**src/rtl/csep_pkg.sv**
```systemverilog
package csep_pkg;

   typedef enum logic {
      PH_SEARCH  = 1'b0,
      PH_RELEASE = 1'b1
   } csep_phase_e;

   typedef enum logic [1:0] {
      OP_HOLD = 2'd0,
      OP_UP   = 2'd1,
      OP_DOWN = 2'd2
   } csep_op_e;

endpackage

```
**src/rtl/csep_sync.sv**
```systemverilog
module csep_sync #(
   parameter int STAGES = 2
) (
   input  logic clk_i,
   input  logic rst_i,
   input  logic d_i,
   output logic q_o
);

   generate
      if (STAGES < 2) begin : g_bad_stages
         $error("csep_sync: STAGES must be at least 2");
      end

      if (STAGES == 2) begin : g_pair
         logic meta_q, sync_q;
         always_ff @(posedge clk_i) begin
            if (rst_i) begin
               meta_q <= 1'b0;
               sync_q <= 1'b0;
            end else begin
               meta_q <= d_i;
               sync_q <= meta_q;
            end
         end
         assign q_o = sync_q;
      end else begin : g_chain
         logic [STAGES-1:0] chain_q;
         always_ff @(posedge clk_i) begin
            if (rst_i) chain_q <= '0;
            else       chain_q <= {chain_q[STAGES-2:0], d_i};
         end
         assign q_o = chain_q[STAGES-1];
      end
   endgenerate

endmodule

```
**src/rtl/csep_integrator.sv**
```systemverilog
module csep_integrator
   import csep_pkg::*;
#(
   parameter int CNT_W = 8
) (
   input  logic             clk_i,
   input  logic             rst_i,
   input  csep_op_e         op_i,
   input  logic             clr_i,
   output logic [CNT_W-1:0] cnt_o,
   output logic [CNT_W-1:0] step_o
);

   localparam logic [CNT_W-1:0] CNT_MAX = '1;
   localparam logic [CNT_W-1:0] CNT_ONE = CNT_W'(1);

   logic [CNT_W-1:0] cnt_q;
   logic [CNT_W-1:0] step;

   // saturating step in both directions
   always_comb begin
      unique case (op_i)
         OP_UP:   step = (cnt_q == CNT_MAX) ? cnt_q : cnt_q + CNT_ONE;
         OP_DOWN: step = (cnt_q == '0)      ? cnt_q : cnt_q - CNT_ONE;
         default: step = cnt_q;
      endcase
   end

   always_ff @(posedge clk_i) begin
      if (rst_i)      cnt_q <= '0;
      else if (clr_i) cnt_q <= '0;
      else            cnt_q <= step;
   end

   assign cnt_o  = cnt_q;
   assign step_o = step;

endmodule

```
**src/rtl/csep_phase.sv**
```systemverilog
module csep_phase
   import csep_pkg::*;
#(
   parameter int CNT_W = 8
) (
   input  logic             clk_i,
   input  logic             rst_i,
   input  logic             sync_i,
   input  logic [CNT_W-1:0] thr_i,
   input  logic [CNT_W-1:0] step_i,
   output csep_op_e         op_o,
   output logic             clr_o,
   output logic             vsync_o
);

   localparam logic [CNT_W-1:0] THR_FLOOR = CNT_W'(1);

   csep_phase_e      phase_q;
   logic [CNT_W-1:0] eff_thr;
   logic             hit;

   // a zero threshold is raised to one
   assign eff_thr = (thr_i == '0) ? THR_FLOOR : thr_i;

   always_comb begin
      if (phase_q == PH_SEARCH) begin
         op_o = sync_i ? OP_UP : OP_DOWN;
         hit  = (step_i > eff_thr);
      end else begin
         op_o = sync_i ? OP_HOLD : OP_UP;
         hit  = !sync_i && (step_i >= eff_thr);
      end
   end

   assign clr_o = hit;

   always_ff @(posedge clk_i) begin
      if (rst_i)    phase_q <= PH_SEARCH;
      else if (hit) phase_q <= (phase_q == PH_SEARCH) ? PH_RELEASE : PH_SEARCH;
   end

   assign vsync_o = (phase_q == PH_RELEASE);

   // leaving release only happens on an inactive sample
   a_r7_exit_inactive: assert property (@(posedge clk_i) disable iff (rst_i)
      (phase_q == PH_RELEASE && sync_i) |=> (phase_q == PH_RELEASE));

endmodule

```
**src/rtl/csep_vsync_sep.sv**
```systemverilog
module csep_vsync_sep
   import csep_pkg::*;
#(
   parameter int CNT_W       = 8,
   parameter int SYNC_STAGES = 2
) (
   input  logic             clk_i,
   input  logic             rst_i,
   input  logic             csync_i,
   input  logic [CNT_W-1:0] thresh_i,
   output logic             vsync_o,
   output logic [CNT_W-1:0] count_o
);

   generate
      if (CNT_W < 2) begin : g_bad_width
         $error("csep_vsync_sep: CNT_W must be at least 2");
      end
   endgenerate

   logic             sync_s;
   logic [CNT_W-1:0] step;
   csep_op_e         op;
   logic             clr;

   csep_sync #(.STAGES(SYNC_STAGES)) u_sync (
      .clk_i (clk_i),
      .rst_i (rst_i),
      .d_i   (csync_i),
      .q_o   (sync_s)
   );

   csep_integrator #(.CNT_W(CNT_W)) u_integ (
      .clk_i  (clk_i),
      .rst_i  (rst_i),
      .op_i   (op),
      .clr_i  (clr),
      .cnt_o  (count_o),
      .step_o (step)
   );

   csep_phase #(.CNT_W(CNT_W)) u_phase (
      .clk_i   (clk_i),
      .rst_i   (rst_i),
      .sync_i  (sync_s),
      .thr_i   (thresh_i),
      .step_i  (step),
      .op_o    (op),
      .clr_o   (clr),
      .vsync_o (vsync_o)
   );

   // an inactive sample in search drains the count by one
   a_r3_search_drain: assert property (@(posedge clk_i) disable iff (rst_i)
      (!vsync_o && !sync_s && count_o != '0) |=> (!vsync_o && count_o == $past(count_o) - 1'b1));

   // counting up never wraps to zero unless a detection clears it
   a_r4_no_wrap: assert property (@(posedge clk_i) disable iff (rst_i)
      (!vsync_o && sync_s) |=> (count_o != '0 || vsync_o));

   // detection clears the count
   a_r5_detect_clear: assert property (@(posedge clk_i) disable iff (rst_i)
      $rose(vsync_o) |-> (count_o == '0));

   // serration pulses freeze the release count
   a_r6_serration_hold: assert property (@(posedge clk_i) disable iff (rst_i)
      (vsync_o && sync_s) |=> (vsync_o && $stable(count_o)));

   // end of vertical sync clears the count
   a_r7_release_clear: assert property (@(posedge clk_i) disable iff (rst_i)
      $fell(vsync_o) |-> (count_o == '0));

   // one active sample from an empty count never detects
   a_r8_no_single_sample: assert property (@(posedge clk_i) disable iff (rst_i)
      (!vsync_o && count_o == '0) |=> !vsync_o);

endmodule

```
**config.mk**
```make
export PLATFORM = sky130hd
export DESIGN_NAME = csep_vsync_sep
export DESIGN_NICKNAME = d
export VERILOG_FILES = /design/src/rtl/csep_pkg.sv /design/src/rtl/csep_sync.sv /design/src/rtl/csep_integrator.sv /design/src/rtl/csep_phase.sv /design/src/rtl/csep_vsync_sep.sv
export SDC_FILE = /design/constraint.sdc
export NUM_CORES = 1
export LEC_CHECK = 0
export ABC_AREA = 1
export ABC_CLOCK_PERIOD_IN_PS = 3920
export BUFFER_PORTS_ARGS = -buffer_cell sky130_fd_sc_hd__buf_2
export CAP_MARGIN = 40
export CELL_PAD_IN_SITES_DETAIL_PLACEMENT = 1
export CELL_PAD_IN_SITES_GLOBAL_PLACEMENT = 2
export CORE_MARGIN = 4
export CORE_UTILIZATION = 29
export CTS_CLUSTER_SIZE = 28
export DETAILED_ROUTE_END_ITERATION = 10
export GPL_TIMING_DRIVEN = 0
export PLACE_DENSITY = 0.85
export SYNTH_ARGS = -nofsm -noshare
export SYNTH_HDL_FRONTEND = slang
export SYNTH_HIERARCHICAL = 1
export SYNTH_SLANG_ARGS = --single-unit
```
**constraint.sdc**
```tcl
create_clock -name clk_i -period 3.92 [get_ports clk_i]
set_input_delay 0.784 -clock clk_i [delete_from_list [all_inputs] [get_ports clk_i]]
set_output_delay 0.784 -clock clk_i [all_outputs]
set_load 0.05 [all_outputs]
```
; ---- After elaboration in Yosys (flattened, before gate mapping)
; Index checks and enable logic that the tools add are counted.
[word_totals]
register_bits = 11
latchBits = 0
mem_bits_rw = 0
romBits = 0
in_bits = 11
word_cells = 25
n_memories = 0
[classes]
addsub = 2
multipliers = 0
div = 0
n_lt_le_gt_ge = 2
n_eq_ne = 3
n_shift = 0
n_mux = 9
n_bitwise = 0
reduce_logical = 5
[op_table]
columns = op, n
row1 = 2-to-1 mux 8 bit, 3
row2 = zero test 8 bit, 2
row3 = case mux 8 bit (2 select lines), 1
row4 = "adder 8 x 1 -> 8 bit, second input constant", 1
row5 = "equality test 8 bit, second input constant", 1
row6 = greater-or-equal comparator 8 bit, 1
row7 = greater-than comparator 8 bit, 1
row8 = "subtractor 8 x 1 -> 8 bit, second input constant", 1
row9 = 2-to-1 mux 2 bit, 2
row10 = 2-to-1 mux 1 bit, 3
row11 = "equality test 2 x 1 -> 1 bit, second input constant", 1
row12 = "equality test 2 bit, second input constant", 1
row13 = OR reduction 2 bit, 1
row14 = logical AND 1 bit, 1
row15 = zero test 1 bit, 1

; ---- Logic depth before layout (Yosys ltp)
; Gate-level depths: netlist of run 1.
[logic_depth]
ltp_word = 8
depth_mapped = 25
ltp_nobuf = 23

; ---- Modules after synthesis
; Netlist of run 1, hierarchy kept.
[by_module_without_submodules]
columns = module, instances, cells_each, area_per_inst_um2, seq_area_each_um2
row1 = csep_integrator, 1, 154, 885.8, 160.2
row2 = csep_phase, 1, 54, 319.1, 20.0
row3 = csep_sync, 1, 6, 55.1, 40.0

; ---- Least setup slack after synthesis of run 1
; No wires, ideal clock.
[synth_path]
path_type = flip-flop to flip-flop
from = register u_phase.phase_q, in the netlist u_phase/vsync_o
to = register u_integ.cnt_q[0], in the netlist u_integ/cnt_o[0]
setup_time_ns = 0.067
t_arrival_ns = 3.385
required_ns = 3.853
path_slack_ns = 0.469
stages_incl_launch_ff = 22
period_less_slack_ns = 3.451
cell_sequence = dfxtp_1 > inv_1 > ha_1 > inv_1 > ha_1 > inv_1 > clkbuf_1 > nand3_1 > nand2_1 > inv_1 > ha_1 > nand2_1 > nor2_1 > nand2_1 > nand2_1 > nor2_1 > nand2_1 > nand3_2 > o21ai_0 > or2_2 > buf_1 > a21oi_2
[synth_between]
elab_chain_cells = 7
elab_cells_between_ends = 9
cone_classes = 2 x order compare / 2 x eq/ne / 3 x mux / 2 x reduce/logical
[synth_rtl]
columns = item, line
row1 = from (decl), csep_phase.sv:18  ; csep_phase_e phase_q;
row2 = from (signal assigned), csep_phase.sv:39  ; else if (hit) phase_q <= (phase_q == PH_SEARCH) ? PH_RELEASE : PH_SEARCH;
row3 = 2-to-1 mux 2 bit *, csep_phase.sv:26  ; if (phase_q == PH_SEARCH) begin
row4 = net op[0], csep_vsync_sep.sv:23  ; csep_op_e op;
row5 = equality test 2 bit / equality test 2 x 1 -> 1 bit (equally long branches), csep_integrator.sv:22  ; unique case (op_i)
row6 = case mux 8 bit (2 select lines) *, csep_integrator.sv:22
row7 = net step[3], csep_vsync_sep.sv:22  ; logic [CNT_W-1:0] step;
row8 = greater-or-equal comparator 8 bit, csep_phase.sv:31  ; hit = !sync_i && (step_i >= eff_thr);
row9 = logical AND 1 bit, csep_phase.sv:31
row10 = 2-to-1 mux 1 bit *, csep_phase.sv:26
row11 = net clr, csep_vsync_sep.sv:24  ; logic clr;
row12 = OR reduction 2 bit (no source line) *, -
row13 = to (signal assigned), csep_integrator.sv:32  ; else cnt_q <= step;
row14 = to (decl), csep_integrator.sv:17  ; logic [CNT_W-1:0] cnt_q;
; Mark *: on every way through the listed nets, which the timed path passes. The rest lies on a longest branch.
; A chain may end at the register's enable or synchronous reset.

; ---- Worst setup path after layout of run 1
[layout_path]
from = register u_phase.phase_q, in the netlist u_phase/vsync_o
to = register u_integ.cnt_q[1], in the netlist u_integ/cnt_o[1]
; The elaborated chain is that of the path after synthesis.

==> impl_results.md, run 1 <==
- Pwr Density: 911 nW/um2
- Final hold vios: 0
- CP required: 4090 ps
- ANT nets after route: 0
- Routability congestion estimate: 0.779
- Seq/Total Area, Yosys: 0.175
- Final setup viols: 0
- Sw Share: 0.572
- IO buf count: 19
- Die width: 73.9 um
- Std-Cell Rows: 23
- Crit end category: flop
- Die ar.: 5460 um2
- Gr ovfl total: 0
- Dpl hpwl: 2.83 mm
- H-tree lvl count: 1
- Iter 0 DRT Violations: 56
- Status: finished, final reports clean
- Post-Syn Nets: 239
- First-pass GRT wire length: 5.51 mm
- Clock insertion delay at the later pin of the skew report: 230 ps
- Post-synth top area share: 0.175
- Hold WC Path Type: flop to flop
- CTS tree: yes
- Period utilisation layout: 0.881
- RSZ-0062 raised after global routing: no
- Pin count of the biggest net entering global routing: 11
- #FFs+latches synth: 11
- # DRC: 0
- Clock share of power: 0.083
- Sequential power share: 0.142
- Worst slew pin tran: 452 ps
- CTS Root Cell: clkbuf_8
- Max rail drop VDD: 0.000339 V
- Clock skew: 3.48 ps
- # Post-CTS Setup Buffers: 0
- Post-CTS Resized: 0
- Via density: 4.51
- Initial antenna violation count: 0
- TritonRoute pass-1 iters: 4
- CORE AREA: 4090 um2
- WL final: 3.35 mm
- Clock sink total: 11
- P_int: 0.000569 W
- I/O pin cnt: 20
- Layout Nets: 262
- Final Power: 0.00133 W
- Area of the mapped netlist: 1260 um2
- GRT Total Usage: 0.131
- Layout area overhead: 15.8%
- Max_cap viols: 0
- Layout cells sized above 1: 0.174
- Crit path kind: flop to flop
- Critical path startpoint category: flop
- Mean Syn Cell Area: 5.89 um2
- Psw: 0.000760 W
- Longest Clk Path Bufs: 2
- Leak: 0.862 nW
- Layout fillers: 569
- Cells after synthesis: 214
- Vias: 1290
- WP data arrival: 3620 ps
- Fmax: 0.290 GHz
- CTS Buf Count: 3
- Ant diodes: 0
- CTS clk-pin slew, worst paths: 50 ps
- Initial core utilization: 0.308
- Avg WL per Cell: 11.7 um
- Period minus WS final: 3450 ps
- Synth unique cells: 26
- Final count of pins violating max slew: 0
- Relative slew slack: 0.698
- Die extent in y: 73.9 um
- Area contributors post-synth: dfxtp_1 (17%), nand2_1 (17%), ha_1 (14%), inv_1 (13%), nor2_1 (9.8%)
- Crit-path max FO: 13
- Setup TNS: 0 ps
- Synthesis Warnings: 6
- Yosys top cell by area: dfxtp_1
- Vias in the first global route: 1219
- Logic pwr share: 0.775
cells by family (layout without fill, tap and decap cells):
family                     Yosys count  after routing  share of synthesized area
DFF                                 11             11                      0.175
AOI/OAI and AO/OA                   15             15                     0.0715
xor gates and xnor gates             2              2                     0.0139
buffers and inverters               49             71                      0.171
adders and majority gates           14             14                      0.139
and+or+nand+nor                    123            123                      0.430
critical path: stages, from the launching register on:
cell	delay (ps)
dfxtp_1	380
inv_1	80
ha_1	310
inv_1	50
ha_1	300
inv_1	350
o21ai_2	110
inv_2	100
nand3_1	70
nand2_1	90
inv_1	60
ha_1	310
nand2_1	100
nor2_2	50
nand2_1	70
nand2_1	50
nor2_1	80
nand2_1	70
nand3_2	60
o21ai_0	70
or2_2	290
buf_1	200
a21oi_2	140
stage by stage:
step / setup slack (ps) / std cells / hold WS, ps / util / area [um2]
after floorplan: 469 / 214 / 388 / - / 1260
after CTS: 324 / 287 / 406 / 0.358 / 1460
after global routing: 59.9 / 286 / 424 / 0.357 / 1460
final: 466 / 286 / 403 / 0.357 / 1460
after detailed placement: 377 / 283 / 398 / 0.347 / 1420
after global placement: 411 / 283 / 392 / 0.347 / 1420
state kept, by name, summed over array words and instances (netlist names):
signal,flops
u_sync/g_pair.meta_q,1
u_phase/vsync_o,1
u_sync/q_o,1
u_integ/cnt_o,8
area by class of cell:
type / count / area, um2 / share of cell area
Inverter: 44 / 165 / 0.113
Clock buffer: 4 / 45.0 / 0.0309
Buffer: 4 / 46.3 / 0.0317
Sequential cell: 11 / 220 / 0.151
Timing Repair Buffer: 19 / 95.1 / 0.0652
Tap cell: 50 / 62.6 / 0.0429
Multi-Input combinational cell: 154 / 825 / 0.565
cells in the final DEF, fill, tap and decap left out, types with 2 or more instances in the layout:
cell / Yosys / routed
nand2_1: 56 / 56
inv_1: 42 / 42
nor2_1: 33 / 33
nand3_1: 22 / 22
buf_2: 2 / 21
ha_1: 14 / 14
dfxtp_1: 11 / 11
o21ai_0: 6 / 6
clkbuf_8: 0 / 3
nor2_2: 3 / 3
a21oi_1: 3 / 3
inv_2: 2 / 2
nand2_4: 2 / 2
nor2_4: 2 / 2
xor2_1: 2 / 2
o21ai_1: 2 / 2
a21oi_2: 2 / 2
power by group through the flow:
stage | Clock (W) | Combinational [W] | Sequential [W]
after floorplan | 0 | 0.000733 | 0.000274
after CTS | 0.000117 | 0.00106 | 0.000189
after global routing | 0.000119 | 0.00120 | 0.000195
after detailed placement | 0 | 0.00105 | 0.000192
final | 0.000110 | 0.00103 | 0.000188
after global placement | 0 | 0.00102 | 0.000191
path summary, 6_finish.rpt:
| kind | end | startpoint | slack [ps] | cells past startpoint |
|---|---|---|---|---|
| setup reg to reg | u_integ/cnt_o[1] | u_phase/vsync_o | 470 | 22 |
| hold / removal | u_sync/q_o | u_sync/g_pair.meta_q | 400 | 2 |
| setup / recovery | u_integ/cnt_o[1] | u_phase/vsync_o | 470 | 22 |
| hold reg to reg | u_sync/q_o | u_sync/g_pair.meta_q | 400 | 2 |
cell usage after synthesis:
| library cell | n |
|---|---|
| nand4_1 | 1 |
| inv_2 | 2 |
| a21oi_2 | 2 |
| nand2_4 | 2 |
| bufbuf_16 | 1 |
| or2_2 | 1 |
| xor2_1 | 2 |
| a21oi_1 | 3 |
| o21ai_1 | 2 |
| nand3_1 | 22 |
| dfxtp_1 | 11 |
| buf_2 | 2 |
| a31o_2 | 1 |
| o21ai_2 | 1 |
| nand2_1 | 56 |
| nor2_1 | 33 |
| nand3_2 | 1 |
| nor3_1 | 1 |
| o21ai_0 | 6 |
| inv_1 | 42 |
| buf_1 | 1 |
| nand2_2 | 1 |
| nor2_4 | 2 |
| nor2_2 | 3 |
| ha_1 | 14 |
| clkbuf_1 | 1 |
per-layer routing:
layer / up-vias / wire length (um) / track usage
met3: 4 / 97 / 0.0123
li1: 694 / - / -
met4: 0 / 51 / 0.0463
met2: 20 / 1550 / 0.217
met1: 572 / 1640 / 0.178
met5: - / 0 / 0
timing repair:
| item | CTS | global route |
|---|---|---|
| hold buffers | 0 | 0 |
| setup endpoints to repair | 0 | 6 |
| hold endpoints to repair | 0 | 0 |
Note: power is estimated with default switching activity, not from simulation.
==> inputs of run 2 (changes only) <==
Settings changed: PLACE_DENSITY 0.85 to 0.89.
==> impl_results.md, run 2 (same netlist as run 1, synthesis figures left out) <==
- Worst slew pin tran: 435 ps
- Relative slew slack: 0.710
- First-pass GRT wire length: 5.82 mm
- Reg2reg path depth: 21
- CORE AREA: 4090 um2
- Crit path kind: flop to flop
- Placed Instance Area: 1420 um2
- Layout area overhead: 16.2%
- Longest Clk Path Bufs: 2
- IO buf count: 19
- Met1 wire length: 1.62 mm
- R2R Path Start: u_phase/vsync_o
- I/O pin cnt: 20
- Clock insertion delay at the later pin of the skew report: 240 ps
- CP endpoint: u_integ/cnt_o[7]
- Period minus WS final: 3390 ps
- Final count of pins violating max slew: 0
- Area of the multi-input gates: 825 um2
- Met3 routed wirelength: 114 um
- Max reg flops: 8
- Hold WC Path Type: flop to flop
- Crit path top cell by count: nand2_1
- Via density: 4.52
- GRT Total Usage: 0.137
- Min setup slack post-route: 525 ps
- Dpl hpwl: 2.90 mm
- Max_cap viols: 0
- Crit end category: flop
- Clock sink total: 11
- Vias: 1298
- DP Cell Count: 283
- Initial core utilization: 0.308
- Routability congestion estimate: 0.753
- Critical path startpoint category: flop
- Clock skew: 2.96 ps
- Setup TNS: 0 ps
- Fmax: 0.295 GHz
- Final Power: 0.00135 W
- Vias in the first global route: 1276
- RSZ-0062 raised after global routing: no
- CTS Root Cell: clkbuf_8
- ANT nets after route: 0
- Layout fillers: 573
- CTS clk-pin slew, worst paths: 50 ps
- # DRC: 0
- Post-CTS Resized: 0
- Crit-path max FO: 10
- Pwr Density: 923 nW/um2
- CTS Buf Count: 3
- Min-Delay Path Depth: 2
- Gr ovfl total: 0
- Final setup viols: 0
- Crit-path cells: inv_1 -> ha_1 -> inv_1 -> ha_1 -> inv_1 -> clkbuf_2 -> nand3_1 -> nand2_1 -> inv_1 -> ha_1 -> nand2_1 -> nor2_1 -> nand2_1 -> nand2_1 -> nor2_1 -> nand2_1 -> nand3_2 -> o21ai_0 -> or2_2 -> buf_1 -> nor2_1
- CTS Hold Buffers Added: 0
- Die extent in y: 73.9 um
- Crit-path slowest cell: dfxtp_1
- Pin count of the biggest net entering global routing: 11
- Period utilisation layout: 0.866
- Met2 wire length: 1.57 mm
- TritonRoute pass-1 iters: 4
- Most common cell after layout, fill and taps aside: nand2_1
- FF-to-FF setup slack: 530 ps
- FF-to-FF End: u_integ/cnt_o[7]
- Max Used Layer: met4
- WL final: 3.32 mm
- # Post-CTS Setup Buffers: 0
- Std-Cell Rows: 23
- Worst setup path start: u_phase/vsync_o
- Max incr delay on CP: 370 ps
- WP data arrival: 3570 ps
- H-tree lvl count: 1
- Design area: 1460 um2
- Ant diodes: 0
- CTS tree: yes
- Leak: 0.866 nW
- Final hold vios: 0
- Status: finished, final reports clean
- Die ar.: 5460 um2
- CP required: 4090 ps
- Iter 0 DRT Violations: 50
- Die width: 73.9 um
- Avg WL per Cell: 11.6 um
- Max rail drop VDD: 0.000425 V
- Initial antenna violation count: 0
- Layout Nets: 263
- Non-Filler Instances: 287
- Layout cells sized above 1: 0.177
- Seq. cell area: 220 um2
- Commonest cells after routing, fill and taps aside: nand2_1 (56), inv_1 (42), nor2_1 (33)
- Pre-CTS WS: 326 ps
[run 2: cell types whose count changed in the layout (fill, tap and decap cells not counted)]
cell	previous run	this run
clkbuf_2	0	1
[run 2: critical path: cells and delay by family, from the launching register on]
| family | cells | cell delay [ps] |
|---|---|---|
| compound gates | 1 | 70 |
| simple gates | 11 | 1130 |
| buf+inv | 6 | 810 |
| fa+ha+maj | 3 | 920 |
| flops | 1 | 370 |
[run 2: per-stage QoR]
stage               utilization  hold WS (ps)
detailed placement        0.347           407
CTS                       0.358           419
global placement          0.347           388
global route              0.358           442
floorplan                     -           388
finish                    0.358           420
[run 2: cell type report]
type	count	share of cell area
plain buffers	5	0.0350
clock buffers	4	0.0308
inverters	44	0.113
multi-input cells	154	0.563
flip-flops and latches	11	0.150
well taps	50	0.0427
repair buffers	19	0.0650
[run 2: power breakdown]
part | total, W | leakage (nW) | switching [W] | internal (W)
clock network | 0.000116 | 0.0228 | 0.0000442 | 0.0000716
logic | 0.00105 | 0.753 | 0.000687 | 0.000359
registers | 0.000189 | 0.0905 | 0.0000440 | 0.000145
[run 2: worst min-delay path by stage]
stage | from | end | slack [ps]
2_1_floorplan | u_sync/g_pair.meta_q | u_sync/q_o | 390
3_3_place_gp | u_sync/g_pair.meta_q | u_sync/q_o | 390
3_5_place_dp | u_sync/g_pair.meta_q | u_sync/q_o | 410
4_1_cts | u_sync/g_pair.meta_q | u_sync/q_o | 420
5_1_grt | u_sync/g_pair.meta_q | u_sync/q_o | 440
6_report | u_sync/g_pair.meta_q | u_sync/q_o | 420
[run 2: routing by layer]
layer / vias to the layer above / global-route usage
li1: 693 / -
met1: 586 / 0.176
met4: 0 / 0.0221
met3: 2 / 0.0369
met2: 17 / 0.233
met5: - / 0
